[config.mk]
export PLATFORM = sky130hd
export DESIGN_NAME = host_port_bridge
export DESIGN_NICKNAME = d
export VERILOG_FILES = /design/src/rtl/hpb_pkg.sv /design/src/rtl/hpb_sync.sv /design/src/rtl/hpb_decode.sv /design/src/rtl/hpb_ctrl_regs.sv /design/src/rtl/host_port_bridge.sv
export SDC_FILE = /design/constraint.sdc
export NUM_CORES = 1
export LEC_CHECK = 0
export ABC_CLOCK_PERIOD_IN_PS = 2250
export BUFFER_PORTS_ARGS = -buffer_cell sky130_fd_sc_hd__buf_4
export CAP_MARGIN = 10
export CORE_ASPECT_RATIO = 1.75
export CORE_MARGIN = 3
export CORE_UTILIZATION = 30
export DETAILED_ROUTE_END_ITERATION = 8
export GPL_ROUTABILITY_DRIVEN = 0
export MAX_ROUTING_LAYER = met4
export SYNTH_ARGS = -nofsm -noshare
export SYNTH_HDL_FRONTEND = slang
export SYNTH_SLANG_ARGS = --single-unit
[constraint.sdc]
create_clock -name clk -period 2.25 [get_ports clk]
set_input_delay 0.3375 -clock clk [delete_from_list [all_inputs] [get_ports clk]]
set_output_delay 0.3375 -clock clk [all_outputs]
set_load 0.02 [all_outputs]
[src/rtl/hpb_pkg.sv]
package hpb_pkg;

  // target of one host access, from the top address bits
  typedef enum logic [1:0] {
    TGT_CTRL = 2'd0,
    TGT_NONE = 2'd1,
    TGT_CONN = 2'd2,
    TGT_DMEM = 2'd3
  } tgt_e;

  typedef enum logic [2:0] {
    ST_IDLE,
    ST_EXEC,
    ST_REQ,
    ST_RSP,
    ST_ACK
  } st_e;

endpackage

[src/rtl/hpb_sync.sv]
module hpb_sync #(
  parameter int           W       = 1,
  parameter logic [W-1:0] RST_VAL = '1
) (
  input  logic         clk,
  input  logic         rst_n,
  input  logic [W-1:0] d,
  output logic [W-1:0] q
);

  for (genvar i = 0; i < W; i++) begin : g_bit
    logic meta, stab;
    always_ff @(posedge clk or negedge rst_n) begin
      if (!rst_n) begin
        meta <= RST_VAL[i];
        stab <= RST_VAL[i];
      end else begin
        meta <= d[i];
        stab <= meta;
      end
    end
    assign q[i] = stab;
  end

endmodule

[src/rtl/hpb_decode.sv]
module hpb_decode
  import hpb_pkg::*;
#(
  parameter int AW   = 14,
  parameter int NREG = 8,
  localparam int OW  = AW - 2
) (
  input  logic [AW-1:0] addr,
  output tgt_e          tgt,
  output logic [OW-1:0] off
);

  assign off = addr[OW-1:0];

  always_comb begin
    unique case (addr[AW-1:AW-2])
      2'b00:   tgt = (off < OW'(NREG)) ? TGT_CTRL : TGT_NONE;
      2'b01:   tgt = TGT_NONE;
      2'b10:   tgt = TGT_CONN;
      default: tgt = TGT_DMEM;
    endcase
  end

endmodule

[src/rtl/hpb_ctrl_regs.sv]
module hpb_ctrl_regs #(
  parameter int            DW       = 16,
  parameter int            NREG     = 8,
  parameter logic [DW-1:0] DEF_BASE = 'h5A00,
  localparam int           IW       = (NREG > 1) ? $clog2(NREG) : 1
) (
  input  logic          clk,
  input  logic          rst_n,
  input  logic          wr_en,
  input  logic [IW-1:0] idx,
  input  logic [DW-1:0] wr_data,
  output logic [DW-1:0] rd_data
);

  logic [DW-1:0] bank [NREG];

  for (genvar g = 0; g < NREG; g++) begin : g_reg
    always_ff @(posedge clk or negedge rst_n) begin
      if (!rst_n)                            bank[g] <= DEF_BASE + DW'(g);
      else if (wr_en && idx == IW'(g))       bank[g] <= wr_data;
    end

    // a write to this entry lands on the next edge
    a_r7_write_lands: assert property (@(posedge clk) disable iff (!rst_n)
      (wr_en && idx == IW'(g)) |=> bank[g] == $past(wr_data));
  end

  assign rd_data = bank[idx];

endmodule

[src/rtl/host_port_bridge.sv]
module host_port_bridge
  import hpb_pkg::*;
#(
  parameter int            AW       = 14,
  parameter int            DW       = 16,
  parameter int            NREG     = 8,
  parameter logic [DW-1:0] DEF_BASE = 'h5A00,
  parameter int            LOCK_CYC = 25000
) (
  input  logic          clk,
  input  logic          rst_n,
  input  logic          bus_mode,
  input  logic          cs_n,
  input  logic          strb_rd_n,
  input  logic          dir_wr_n,
  input  logic [AW-1:0] addr,
  input  logic [DW-1:0] wdata,
  output logic [DW-1:0] rdata,
  output logic          data_rdy,
  output logic          mem_req_valid,
  input  logic          mem_req_ready,
  output logic          mem_req_we,
  output logic          mem_req_sel,
  output logic [AW-3:0] mem_req_addr,
  output logic [DW-1:0] mem_req_wdata,
  input  logic          mem_rsp_valid,
  input  logic [DW-1:0] mem_rsp_data
);

  localparam int OW = AW - 2;
  localparam int IW = (NREG > 1) ? $clog2(NREG) : 1;
  localparam int LW = $clog2(LOCK_CYC + 1);

  // ---- strobe synchronisation and edge detection ----
  logic [2:0] pin_s;
  logic       cs_s, strb_s, dir_s;
  logic       act, act_d, is_wr;

  hpb_sync #(.W(3), .RST_VAL(3'b111)) u_sync (
    .clk  (clk),
    .rst_n(rst_n),
    .d    ({cs_n, strb_rd_n, dir_wr_n}),
    .q    (pin_s)
  );

  assign {cs_s, strb_s, dir_s} = pin_s;
  assign act   = bus_mode ? (!cs_s && !strb_s) : (!cs_s && (!strb_s || !dir_s));
  assign is_wr = !dir_s;

  always_ff @(posedge clk or negedge rst_n) begin
    if (!rst_n) act_d <= 1'b0;
    else        act_d <= act;
  end

  // ---- post-reset lockout ----
  logic [LW-1:0] lock_cnt;
  logic          locked;

  assign locked = lock_cnt < LW'(LOCK_CYC);

  always_ff @(posedge clk or negedge rst_n) begin
    if (!rst_n)      lock_cnt <= '0;
    else if (locked) lock_cnt <= lock_cnt + 1'b1;
  end

  // ---- decode and control registers ----
  tgt_e          dec_tgt, tgt_q;
  logic [OW-1:0] dec_off, off_q;
  logic          we_q;
  logic [DW-1:0] wd_q, rd_q, reg_rd;
  st_e           st;
  logic          start, reg_we;

  hpb_decode #(.AW(AW), .NREG(NREG)) u_dec (
    .addr(addr),
    .tgt (dec_tgt),
    .off (dec_off)
  );

  assign reg_we = (st == ST_EXEC) && (tgt_q == TGT_CTRL) && we_q;

  hpb_ctrl_regs #(.DW(DW), .NREG(NREG), .DEF_BASE(DEF_BASE)) u_regs (
    .clk    (clk),
    .rst_n  (rst_n),
    .wr_en  (reg_we),
    .idx    (off_q[IW-1:0]),
    .wr_data(wd_q),
    .rd_data(reg_rd)
  );

  // ---- access sequencer ----
  assign start = (st == ST_IDLE) && act && !act_d && !locked;

  always_ff @(posedge clk or negedge rst_n) begin
    if (!rst_n) begin
      st    <= ST_IDLE;
      tgt_q <= TGT_NONE;
      off_q <= '0;
      we_q  <= 1'b0;
      wd_q  <= '0;
      rd_q  <= '0;
    end else begin
      unique case (st)
        ST_IDLE: if (start) begin
          st    <= ST_EXEC;
          tgt_q <= dec_tgt;
          off_q <= dec_off;
          we_q  <= is_wr;
          wd_q  <= wdata;
        end
        ST_EXEC: begin
          if (tgt_q == TGT_CONN || tgt_q == TGT_DMEM) begin
            st <= ST_REQ;
          end else begin
            st <= ST_ACK;
            if (!we_q) rd_q <= (tgt_q == TGT_CTRL) ? reg_rd : '0;
          end
        end
        ST_REQ: if (mem_req_ready) st <= we_q ? ST_ACK : ST_RSP;
        ST_RSP: if (mem_rsp_valid) begin
          rd_q <= mem_rsp_data;
          st   <= ST_ACK;
        end
        ST_ACK: if (!act) st <= ST_IDLE;
        default: st <= ST_IDLE;
      endcase
    end
  end

  assign data_rdy      = (st == ST_ACK);
  assign rdata         = rd_q;
  assign mem_req_valid = (st == ST_REQ);
  assign mem_req_we    = we_q;
  assign mem_req_sel   = (tgt_q == TGT_DMEM);
  assign mem_req_addr  = off_q;
  assign mem_req_wdata = wd_q;

  // ---- checks ----
  // a stalled request keeps its fields
  a_r9_req_hold: assert property (@(posedge clk) disable iff (!rst_n)
    (mem_req_valid && !mem_req_ready) |=> (mem_req_valid && $stable(mem_req_addr)
      && $stable(mem_req_we) && $stable(mem_req_sel) && $stable(mem_req_wdata)));

  // no acknowledge inside the lockout window
  a_r8_locked_quiet: assert property (@(posedge clk) disable iff (!rst_n)
    locked |-> !data_rdy);

  // released strobe ends the acknowledge on the next edge
  a_r4_release_drop: assert property (@(posedge clk) disable iff (!rst_n)
    (data_rdy && !act) |=> !data_rdy);

  // unmapped reads give zero
  a_r6_hole_zero: assert property (@(posedge clk) disable iff (!rst_n)
    (data_rdy && tgt_q == TGT_NONE && !we_q) |-> rdata == '0);

  // the response word is presented with the acknowledge
  a_r10_rsp_capture: assert property (@(posedge clk) disable iff (!rst_n)
    (st == ST_RSP && mem_rsp_valid) |=> (data_rdy && rdata == $past(mem_rsp_data)));

endmodule

==> results of run 1 <==
where the power goes:
| group | total [W] | switching (W) | internal [W] |
|---|---|---|---|
| combinational | 0.000294 | 0.000158 | 0.000135 |
| clock | 0.00315 | 0.00131 | 0.00184 |
| sequential | 0.00365 | 0.0000158 | 0.00363 |
stage by stage:
step | setup WS [ns] | hold WS [ns] | util, %
2_1_floorplan | 0.0102 | 0.0419 | -
3_3_place_gp | 0.142 | 0.299 | 35.6
3_5_place_dp | 0.102 | 0.298 | 35.6
4_1_cts | 0.0996 | 0.0980 | 37.8
5_1_grt | 0.0331 | 0.102 | 37.9
6_report | 0.125 | 0.123 | 37.9
critical path, cell delays in order (launching register included):
cell and delay [ns]:
dfrtp_1 0.38, nand4bb_4 0.22, or4_1 0.59, nor3b_4 0.30, buf_4 0.19, mux2_2 0.33
cell families after synthesis:
kind of cell | count (synthesis) | synth area share [%]
AOI/OAI and AO/OA | 34 | 2.88
xor gates and xnor gates | 13 | 1.28
adders and majority gates | 1 | 0.141
buffers and inverters | 38 | 2.05
DFF | 200 | 57.1
muxes | 210 | 30.2
and+or+nand+nor | 103 | 6.35
Yosys cell counts (2+ instances only):
master	number
mux2_2	158
dfrtp_1	149
dfstp_2	51
nand2_1	42
mux4_2	30
mux2i_1	22
clkbuf_1	18
o221ai_1	15
xor2_1	12
nor3_1	11
buf_2	10
nor2_1	9
nand3_1	7
a21oi_1	6
nor2b_1	6
nor4_1	5
and2_1	4
nor3b_1	4
buf_4	3
inv_1	3
nand4_1	3
and4_1	2
buf_1	2
buf_6	2
o211ai_1	2
o21ai_0	2
sequential cells by signal (all words and copies together) (netlist names):
name / cells
mem_req_addr: 12
u_regs.bank: 128
u_sync.g_bit.meta: 3
mem_req_wdata: 16
act_d: 1
mem_req_we: 1
rdata: 16
tgt_q: 2
lock_cnt: 15
st: 3
u_sync.g_bit.stab: 3
final timing paths:
kind                                           startpoint                             end  slack, ns  depth (start not counted)
setup / recovery                        st[1]$_DFFE_PN0P_     u_regs.bank[52]$_DFFE_PN0P_       0.12                          5
hold / removal                                   wdata[9]    mem_req_wdata[9]$_DFFE_PN0P_       0.12                          2
setup reg to reg                        st[1]$_DFFE_PN0P_     u_regs.bank[52]$_DFFE_PN0P_       0.12                          5
hold reg to reg            u_sync.g_bit[0].meta$_DFF_PN1_  u_sync.g_bit[0].stab$_DFF_PN1_       0.36                          0
max in group asynchronous                           rst_n     u_regs.bank[89]$_DFFE_PN1P_       1.18                          3
min in group asynchronous                           rst_n     mem_req_addr[4]$_DFFE_PN0P_       0.38                          2
what timing repair did:
| action | CTS | global route |
|---|---|---|
| gates resized for setup | 0 | 1 |
| hold buffers | 4 | 0 |
| buffers inserted | 0 | 0 |
| hold endpoints to repair | 34 | 0 |
| endpoints found under the setup margin | 0 | 10 |
per-layer routing:
layer | global-route usage [%] | up-vias | wire length [um]
met3 | 3.10 | 22 | 671
met5 | - | - | 0
li1 | - | 2456 | -
met4 | 4.63 | 0 | 369
met1 | 15.8 | 2777 | 8080
met2 | 24.8 | 82 | 11400
area by class of cell:
cell class / count / area (um^2)
clock inverter: 7 / 116
clock buffer: 25 / 485
fill: 2834 / 18000
multi-input combinational: 361 / 3630
tap: 378 / 473
timing repair buffer: 143 / 1160
inverter: 3 / 11.3
sequential: 200 / 5070
==> metrics.json, run 1 <==
{
  "postSynthNetCount": {"value": 654},
  "crit_path_start_kind": {"value": "flop"},
  "grt_remaining_overflow": {"value": 0},
  "irDropWorstVdd": {"value": 582, "unit": "uV"},
  "slew_headroom": {"value": 61.6, "unit": "%"},
  "grt_max_degree": {"value": 58},
  "fp.dieW": {"value": 136, "unit": "um"},
  "number_of_antenna_violations_at_the_first_check_in_global_routing": {"value": 0},
  "slew_viol_final": {"value": 0},
  "design.die.area": {"value": 0.0317, "unit": "mm^2"},
  "post_synth_num_cell_types": {"value": 47},
  "post-synth-top-area-fraction": {"value": 42.0, "unit": "%"},
  "dr.pass1.iters": {"value": 4},
  "port-buffer-count": {"value": 101},
  "final_common_cell": {"value": "mux2_2"},
  "yosys-top-cells-area": {"value": "dfrtp_1 (42%), mux2_2 (20%), dfstp_2 (15%), mux4_2 (7.6%), mux2i_1 (2.5%)"},
  "syn-mean-instance-area": {"value": 14.8, "unit": "um^2"},
  "synth_sequential_area_ratio": {"value": 57.1, "unit": "%"},
  "cap_viol_max_count": {"value": 0},
  "synthesis.area": {"value": 0.00887, "unit": "mm^2"},
  "finalCriticalPeriod": {"value": 2.13, "unit": "ns"},
  "first_pass_grt_wire_length": {"value": 32.7, "unit": "mm"},
  "place_area": {"value": 0.0103, "unit": "mm^2"},
  "rows": {"value": 82},
  "post_drt_wl_per_cell": {"value": 18.3, "unit": "um"},
  "worst-slew-pin-transition": {"value": 0.576, "unit": "ns"},
  "final_min_period_over_clock_period": {"value": 94.5, "unit": "%"},
  "vias_per_inst": {"value": 4.78},
  "critPathKind": {"value": "flop to flop"},
  "vias": {"value": 5337},
  "clock-root-buffer": {"value": "clkbuf_16"},
  "initial_core_util": {"value": 30.7, "unit": "%"},
  "number_of_synthesized_flops_with_an_enable_pin": {"value": 0},
  "clock_sink_count": {"value": 200},
  "fin_setup_tns": {"value": 0, "unit": "ns"},
  "dieHeight": {"value": 233, "unit": "um"},
  "critical_path_peak_fanout": {"value": 5},
  "grt_pass1_vias": {"value": 5786},
  "flow.area_growth_from_synthesis": {"value": 23.5, "unit": "%"},
  "layout.cell_area.non_filler": {"value": 0.0110, "unit": "mm^2"},
  "detail_route.wirelength": {"value": 20.5, "unit": "mm"},
  "top_reg_cell_synth": {"value": "dfrtp_1"},
  "tritoncts": {"value": "built"},
  "place.detailed.hpwl": {"value": 13.9, "unit": "mm"},
  "ant_nets": {"value": 0},
  "p_total": {"value": 0.00709, "unit": "W"},
  "worstPathRequired": {"value": 2.58, "unit": "ns"},
  "finalClockSkew": {"value": 0.0101, "unit": "ns"},
  "yosysWarnings": {"value": 0},
  "cts.htree.levels": {"value": 4},
  "power_per_cell_area": {"value": 647, "unit": "mW/mm^2"},
  "fmax": {"value": 470, "unit": "MHz"},
  "numCtsBuffers": {"value": 17},
  "placeableCoreArea": {"value": 0.0289, "unit": "mm^2"},
  "setup_violations": {"value": 0},
  "nets": {"value": 781},
  "num_antenna_cells": {"value": 0},
  "layout-drive-gt1-share": {"value": 56.2, "unit": "%"},
  "rsz_0062_raised_after_global_routing": {"value": "false"},
  "worstPathArrival": {"value": 2.45, "unit": "ns"},
  "drc": {"value": 0},
  "placed_cells": {"value": 1081},
  "first_iter_violations": {"value": 268},
  "run_status": {"value": "finished, final reports clean"},
  "later_pin_clock_latency_in_the_skew_report": {"value": 0.44, "unit": "ns"},
  "most_used_cells_in_the_layout_excluding_fill_and_tap_cells": {"value": "mux2_2 (158), dfrtp_1 (147), buf_4 (132)"},
  "number_of_failing_hold_endpoints_at_the_final_stage": {"value": 0},
  "fin_cells": {"value": 1117},
  "cts_max_path_buffers": {"value": 2},
  "syn_inst": {"value": 599},
  "critical_path.endpoint_type": {"value": "flop"},
  "synth_async_sr_flop_share": {"value": 100, "unit": "%"},
  "min-delay-path-class": {"value": "input port to flop"},
  "worst_setup_hold_path_clk_slew": {"value": 0.07, "unit": "ns"},
  "total_of_flip_flops_plus_latches_after_synthesis": {"value": 200},
  "yosysTopAreaCell": {"value": "dfrtp_1"},
  "grt_util_all_layers": {"value": 14.1, "unit": "%"},
  "leakage_power_of_the_design": {"value": 5.01, "unit": "nW"},
  "ioPinCount": {"value": 102}
}
Note: power is estimated with default switching activity, not from simulation.
==> run 2: changes to the inputs <==
--- a/config.mk
+++ b/config.mk
@@ -8,7 +8,6 @@
 export ABC_CLOCK_PERIOD_IN_PS = 2250
 export BUFFER_PORTS_ARGS = -buffer_cell sky130_fd_sc_hd__buf_4
 export CAP_MARGIN = 10
-export CORE_ASPECT_RATIO = 1.75
 export CORE_MARGIN = 3
 export CORE_UTILIZATION = 30
 export DETAILED_ROUTE_END_ITERATION = 8
==> run 2 against run 1 <==
Flip-flop and latch count unchanged. Global-route usage is 0.41 points lower. Non-clock buffer count decreased by 2. Worst hold slack better by 0.011 ns. Combinational power decreased by 2%. Total power fell by 1.3%. Register-to-register slack hardly changed. Utilization is 0.098 points lower. Worst setup slack got worse by 0.010 ns. Clock skew about the same. Fmax shrank 0.48%. Sequential share of layout area increased by 0.12 points.
==> metrics.json, run 2 (synthesis results as in run 1) <==
{
  "run_status": {"value": "finished, final reports clean"},
  "dieHeight": {"value": 178, "unit": "um"},
  "slew_viol_final": {"value": 0},
  "grt_max_degree": {"value": 85},
  "rows": {"value": 62},
  "grt_util_all_layers": {"value": 13.7, "unit": "%"},
  "timing.critical_path.cells": {"value": "nand4bb_4, or4_1, nor3b_4, buf_12, mux2_2"},
  "fmax": {"value": 468, "unit": "MHz"},
  "internal_power": {"value": 0.00545, "unit": "W"},
  "p_clk_share": {"value": 43.8, "unit": "%"},
  "clock-root-buffer": {"value": "clkbuf_16"},
  "relative_contribution_of_sequential_cells_to_total_power": {"value": 52.1, "unit": "%"},
  "slew_headroom": {"value": 59.0, "unit": "%"},
  "fin_setup_tns": {"value": 0, "unit": "ns"},
  "design.die.area": {"value": 0.0317, "unit": "mm^2"},
  "first_iter_violations": {"value": 303},
  "postCtsResizedCells": {"value": 0},
  "flip_flop_count_of_the_largest_register_after_layout": {"value": 128},
  "final_common_cell": {"value": "mux2_2"},
  "most_used_cells_in_the_layout_excluding_fill_and_tap_cells": {"value": "mux2_2 (158), dfrtp_1 (147), buf_4 (130)"},
  "path_buf_inv": {"value": 1},
  "drc": {"value": 0},
  "cts.htree.levels": {"value": 4},
  "worst_hold_slack": {"value": 0.134, "unit": "ns"},
  "fp.dieW": {"value": 178, "unit": "um"},
  "flow.area_growth_from_synthesis": {"value": 23.2, "unit": "%"},
  "finalClockSkew": {"value": 0.0105, "unit": "ns"},
  "ioPinCount": {"value": 102},
  "critPathSlowestCell": {"value": "or4_1"},
  "p_switching": {"value": 0.00155, "unit": "W"},
  "cts_hold_buf": {"value": 4},
  "detail_route.wirelength": {"value": 20.0, "unit": "mm"},
  "power.share.switching": {"value": 22.2, "unit": "%"},
  "slowest_delay": {"value": 0.59, "unit": "ns"},
  "worstPathRequired": {"value": 2.56, "unit": "ns"},
  "grt_pass1_vias": {"value": 5722},
  "max_flop_register": {"value": "u_regs.bank"},
  "cap_viol_max_count": {"value": 0},
  "nFillCells": {"value": 2739},
  "final.setup.worst_slack": {"value": 0.114, "unit": "ns"},
  "later_pin_clock_latency_in_the_skew_report": {"value": 0.43, "unit": "ns"},
  "critical_path.top_delay_family": {"value": "simple AND/OR/NAND/NOR gates"},
  "number_of_antenna_violations_at_the_first_check_in_global_routing": {"value": 0},
  "power_per_cell_area": {"value": 641, "unit": "mW/mm^2"},
  "worstPathArrival": {"value": 2.44, "unit": "ns"},
  "setup_violations": {"value": 0},
  "rsz_0062_raised_after_global_routing": {"value": "false"},
  "dr.pass1.iters": {"value": 4},
  "cts_max_path_buffers": {"value": 2},
  "placeableCoreArea": {"value": 0.0289, "unit": "mm^2"},
  "post_drt_wl_per_cell": {"value": 17.8, "unit": "um"},
  "num_antenna_cells": {"value": 0},
  "irDropWorstVdd": {"value": 370, "unit": "uV"},
  "critPathKind": {"value": "flop to flop"},
  "worst_setup_hold_path_clk_slew": {"value": 0.07, "unit": "ns"},
  "port-buffer-count": {"value": 101},
  "postCtsSetupBuffers": {"value": 0},
  "ant_nets": {"value": 0},
  "vias_per_inst": {"value": 4.74},
  "numCtsBuffers": {"value": 17},
  "crit_path_start_kind": {"value": "flop"},
  "clock_sink_count": {"value": 200},
  "place.detailed.hpwl": {"value": 13.3, "unit": "mm"},
  "layout-drive-gt1-share": {"value": 56.4, "unit": "%"},
  "finalCriticalPeriod": {"value": 2.14, "unit": "ns"},
  "power.combinational.fraction": {"value": 4.1, "unit": "%"},
  "number_of_failing_hold_endpoints_at_the_final_stage": {"value": 0},
  "tritoncts": {"value": "built"},
  "initial_core_util": {"value": 30.7, "unit": "%"},
  "first_pass_grt_wire_length": {"value": 32.3, "unit": "mm"},
  "postLayoutCoreUtil": {"value": 37.8, "unit": "%"},
  "vias": {"value": 5316},
  "grt_remaining_overflow": {"value": 0},
  "worst-slew-pin-transition": {"value": 0.615, "unit": "ns"},
  "final_min_period_over_clock_period": {"value": 94.9, "unit": "%"},
  "dpl_worst_slack": {"value": 0.127, "unit": "ns"},
  "leakage_power_of_the_design": {"value": 4.99, "unit": "nW"},
  "critical_path.endpoint_type": {"value": "flop"},
  "nets": {"value": 779},
  "p_total": {"value": 0.00700, "unit": "W"},
  "critical_path_peak_fanout": {"value": 16},
  "min-delay-path-class": {"value": "input port to flop"}
}
-- run 2: cell type report --
cell class | count | area (um^2) | area share [%]
repair buffers | 141 | 1150 | 10.5
well taps | 384 | 480 | 4.40
multi-input cells | 361 | 3630 | 33.2
clock inverters | 13 | 145 | 1.33
clock buffers | 19 | 443 | 4.05
inverters | 3 | 11.3 | 0.103
flip-flops and latches | 200 | 5070 | 46.4
-- run 2: worst paths after layout --
check,slack [ns],start,to,cells after the start
max,0.11,st[1]$_DFFE_PN0P_,u_regs.bank[48]$_DFFE_PN0P_,5
min,0.13,wdata[1],mem_req_wdata[1]$_DFFE_PN0P_,2
max reg2reg,0.11,st[1]$_DFFE_PN0P_,u_regs.bank[48]$_DFFE_PN0P_,5
min reg2reg,0.35,u_sync.g_bit[1].meta$_DFF_PN1_,u_sync.g_bit[1].stab$_DFF_PN1_,0
max in group asynchronous,1.06,rst_n,u_sync.g_bit[2].meta$_DFF_PN1_,3
min in group asynchronous,0.39,rst_n,mem_req_wdata[7]$_DFFE_PN0P_,2
-- run 2: power groups by stage --
stage                      logic, W  clock network (W)  registers [W]
final                      0.000288            0.00306        0.00365
after global routing       0.000324            0.00334        0.00365
after CTS                  0.000299            0.00319        0.00365
after detailed placement   0.000293                  0        0.00371
after global placement     0.000290                  0        0.00371
after floorplan           0.0000636                  0        0.00373
-- run 2: routing by layer --
| metal | vias to the layer above | global-route usage [%] | routed length, um |
|---|---|---|---|
| met3 | 10 | 3.66 | 833 |
| li1 | 2462 | - | - |
| met5 | - | - | 0 |
| met2 | 92 | 20.7 | 9330 |
| met4 | 0 | 3.17 | 280 |
| met1 | 2752 | 18.5 | 9510 |
-- run 2: metrics by stage --
stage,area [um^2],instances
floorplan,8880,599
CTS,10900,1121
detailed placement,10300,1085
global route,10900,1121
global placement,10300,1085
finish,10900,1121
==> run 3: changes to the inputs <==
--- a/config.mk
+++ b/config.mk
@@ -9,10 +9,11 @@
 export BUFFER_PORTS_ARGS = -buffer_cell sky130_fd_sc_hd__buf_4
 export CAP_MARGIN = 10
 export CORE_MARGIN = 3
-export CORE_UTILIZATION = 30
+export CORE_UTILIZATION = 53
 export DETAILED_ROUTE_END_ITERATION = 8
 export GPL_ROUTABILITY_DRIVEN = 0
 export MAX_ROUTING_LAYER = met4
+export PLACE_DENSITY = 0.76
 export SYNTH_ARGS = -nofsm -noshare
 export SYNTH_HDL_FRONTEND = slang
 export SYNTH_SLANG_ARGS = --single-unit
==> run 3 against run 2 <==
Sequential share of layout area up 1.2 points. Utilization is 28 points higher. Global-route usage rose by 9.9 points. Largest power group unchanged.
==> metrics.json, run 3 (synthesis results as in run 1) <==
{
  "run_status": {"value": "finished, final reports clean"},
  "finalCriticalPeriod": {"value": 2.11, "unit": "ns"},
  "later_pin_clock_latency_in_the_skew_report": {"value": 0.43, "unit": "ns"},
  "setup_violations": {"value": 0},
  "nets": {"value": 780},
  "cap_viol_max_count": {"value": 0},
  "max_flop_register": {"value": "u_regs.bank"},
  "numCtsBuffers": {"value": 17},
  "fmax": {"value": 474, "unit": "MHz"},
  "nFillCells": {"value": 1160},
  "grt_max_degree": {"value": 61},
  "power_per_cell_area": {"value": 628, "unit": "mW/mm^2"},
  "rows": {"value": 46},
  "final_min_period_over_clock_period": {"value": 93.9, "unit": "%"},
  "rsz_0062_raised_after_global_routing": {"value": "false"},
  "ioPinCount": {"value": 102},
  "final_common_cell": {"value": "mux2_2"},
  "cts.htree.levels": {"value": 4},
  "clock_sink_count": {"value": 200},
  "worstPathArrival": {"value": 2.43, "unit": "ns"},
  "grt_remaining_overflow": {"value": 0},
  "timing.critical_path.cells": {"value": "nand4bb_4, or4_1, nor3b_4, buf_4, mux2_2"},
  "vias": {"value": 5539},
  "flow.area_growth_from_synthesis": {"value": 20.1, "unit": "%"},
  "critical_path.endpoint_type": {"value": "flop"},
  "critPathKind": {"value": "flop to flop"},
  "first_iter_violations": {"value": 249},
  "critPathSlowestCell": {"value": "or4_1"},
  "placed_cells": {"value": 918},
  "number_of_antenna_violations_at_the_first_check_in_global_routing": {"value": 0},
  "postCtsResizedCells": {"value": 0},
  "finalClockSkew": {"value": 0.00726, "unit": "ns"},
  "post_drt_wl_per_cell": {"value": 20.7, "unit": "um"},
  "critical_path_peak_fanout": {"value": 10},
  "worst_setup_hold_path_clk_slew": {"value": 0.07, "unit": "ns"},
  "initial_core_util": {"value": 55.0, "unit": "%"},
  "layout-drive-gt1-share": {"value": 56.0, "unit": "%"},
  "placeableCoreArea": {"value": 0.0161, "unit": "mm^2"},
  "vias_per_inst": {"value": 5.81},
  "slew_viol_final": {"value": 0},
  "fin_cells": {"value": 954},
  "number_of_failing_hold_endpoints_at_the_final_stage": {"value": 0},
  "slowest_delay": {"value": 0.57, "unit": "ns"},
  "timing.reg2reg.setup_slack": {"value": 0.14, "unit": "ns"},
  "drc": {"value": 0},
  "cts_max_path_buffers": {"value": 2},
  "slew_headroom": {"value": 61.5, "unit": "%"},
  "port-buffer-count": {"value": 101},
  "flip_flop_count_of_the_largest_register_after_layout": {"value": 128},
  "clock-root-buffer": {"value": "clkbuf_16"},
  "leakage_power_of_the_design": {"value": 4.95, "unit": "nW"},
  "num_antenna_cells": {"value": 0},
  "irDropWorstVdd": {"value": 572, "unit": "uV"},
  "ant_nets": {"value": 0},
  "place.detailed.hpwl": {"value": 13.3, "unit": "mm"},
  "postCtsSetupBuffers": {"value": 0},
  "path_buf_inv": {"value": 1},
  "grt_util_all_layers": {"value": 23.6, "unit": "%"},
  "tritoncts": {"value": "built"},
  "fp.dieW": {"value": 135, "unit": "um"},
  "fin_setup_tns": {"value": 0, "unit": "ns"},
  "detail_route.wirelength": {"value": 19.8, "unit": "mm"},
  "dieHeight": {"value": 135, "unit": "um"},
  "min-delay-path-class": {"value": "input port to flop"},
  "first_pass_grt_wire_length": {"value": 32.2, "unit": "mm"},
  "worstPathRequired": {"value": 2.56, "unit": "ns"},
  "design.die.area": {"value": 0.0183, "unit": "mm^2"},
  "dr.pass1.iters": {"value": 5},
  "most_used_cells_in_the_layout_excluding_fill_and_tap_cells": {"value": "mux2_2 (158), dfrtp_1 (147), buf_4 (132)"},
  "critical_path.top_delay_family": {"value": "simple AND/OR/NAND/NOR gates"},
  "worst-slew-pin-transition": {"value": 0.577, "unit": "ns"},
  "crit_path_start_kind": {"value": "flop"},
  "grt_pass1_vias": {"value": 6064}
}
==> run 3: changes by cell type in the layout (fill, tap and decap cells not counted), sizes merged <==
cell,delta
clkbuf,+3
clkinvlp,+3
bufinv,-2
clkinv,-2
inv,-2
buf,+1
==> run 3: final timing paths <==
check / start / to / depth (start not counted)
min in group asynchronous: rst_n / u_regs.bank[71]$_DFFE_PN0P_ / 2
min: wdata[11] / mem_req_wdata[11]$_DFFE_PN0P_ / 2
max in group asynchronous: rst_n / u_regs.bank[34]$_DFFE_PN1P_ / 3
max reg2reg: st[1]$_DFFE_PN0P_ / u_regs.bank[55]$_DFFE_PN0P_ / 5
max: st[1]$_DFFE_PN0P_ / u_regs.bank[55]$_DFFE_PN0P_ / 5
min reg2reg: u_sync.g_bit[1].meta$_DFF_PN1_ / u_sync.g_bit[1].stab$_DFF_PN1_ / 0
==> run 3: where the power goes <==
part	total (W)	switching [W]	internal [W]
sequential	0.00365	0.0000163	0.00363
clock	0.00275	0.00130	0.00144
combinational	0.000292	0.000157	0.000135
==> run 3: layout make-up <==
| class | instances | area (um^2) | share of cell area [%] |
|---|---|---|---|
| clock buffer | 22 | 454 | 4.27 |
| timing repair buffer | 142 | 1140 | 10.8 |
| inverter | 3 | 11.3 | 0.106 |
| tap | 216 | 270 | 2.54 |
| sequential | 200 | 5070 | 47.6 |
| clock inverter | 10 | 73.8 | 0.693 |
| multi-input combinational | 361 | 3620 | 34.0 |
==> run 3: layer usage <==
| metal | global-route usage, % | routed length, um | up-vias |
|---|---|---|---|
| met5 | - | 0 | - |
| met4 | 7.22 | 340 | 0 |
| met3 | 4.20 | 653 | 24 |
| met2 | 39.5 | 10300 | 139 |
| met1 | 29.8 | 8530 | 2910 |
| li1 | - | - | 2466 |
==> run 3: through the flow <==
stage               setup WS (ns)  instance area, um^2  utilization [%]  hold slack [ns]  power (W)
finish                      0.138                10600             66.1            0.130    0.00669
detailed placement          0.133                10100             62.6            0.347    0.00400
CTS                         0.122                10600             66.1            0.113    0.00676
global placement            0.159                10100             62.6            0.346    0.00399
global route               0.0306                10600             66.1            0.118    0.00692
floorplan                  0.0102                 8880                -           0.0419    0.00380
==> run 3: repair_timing <==
action	CTS	global route
hold endpoints to repair	44	0
endpoints found under the setup margin	0	0
hold buffers	4	0
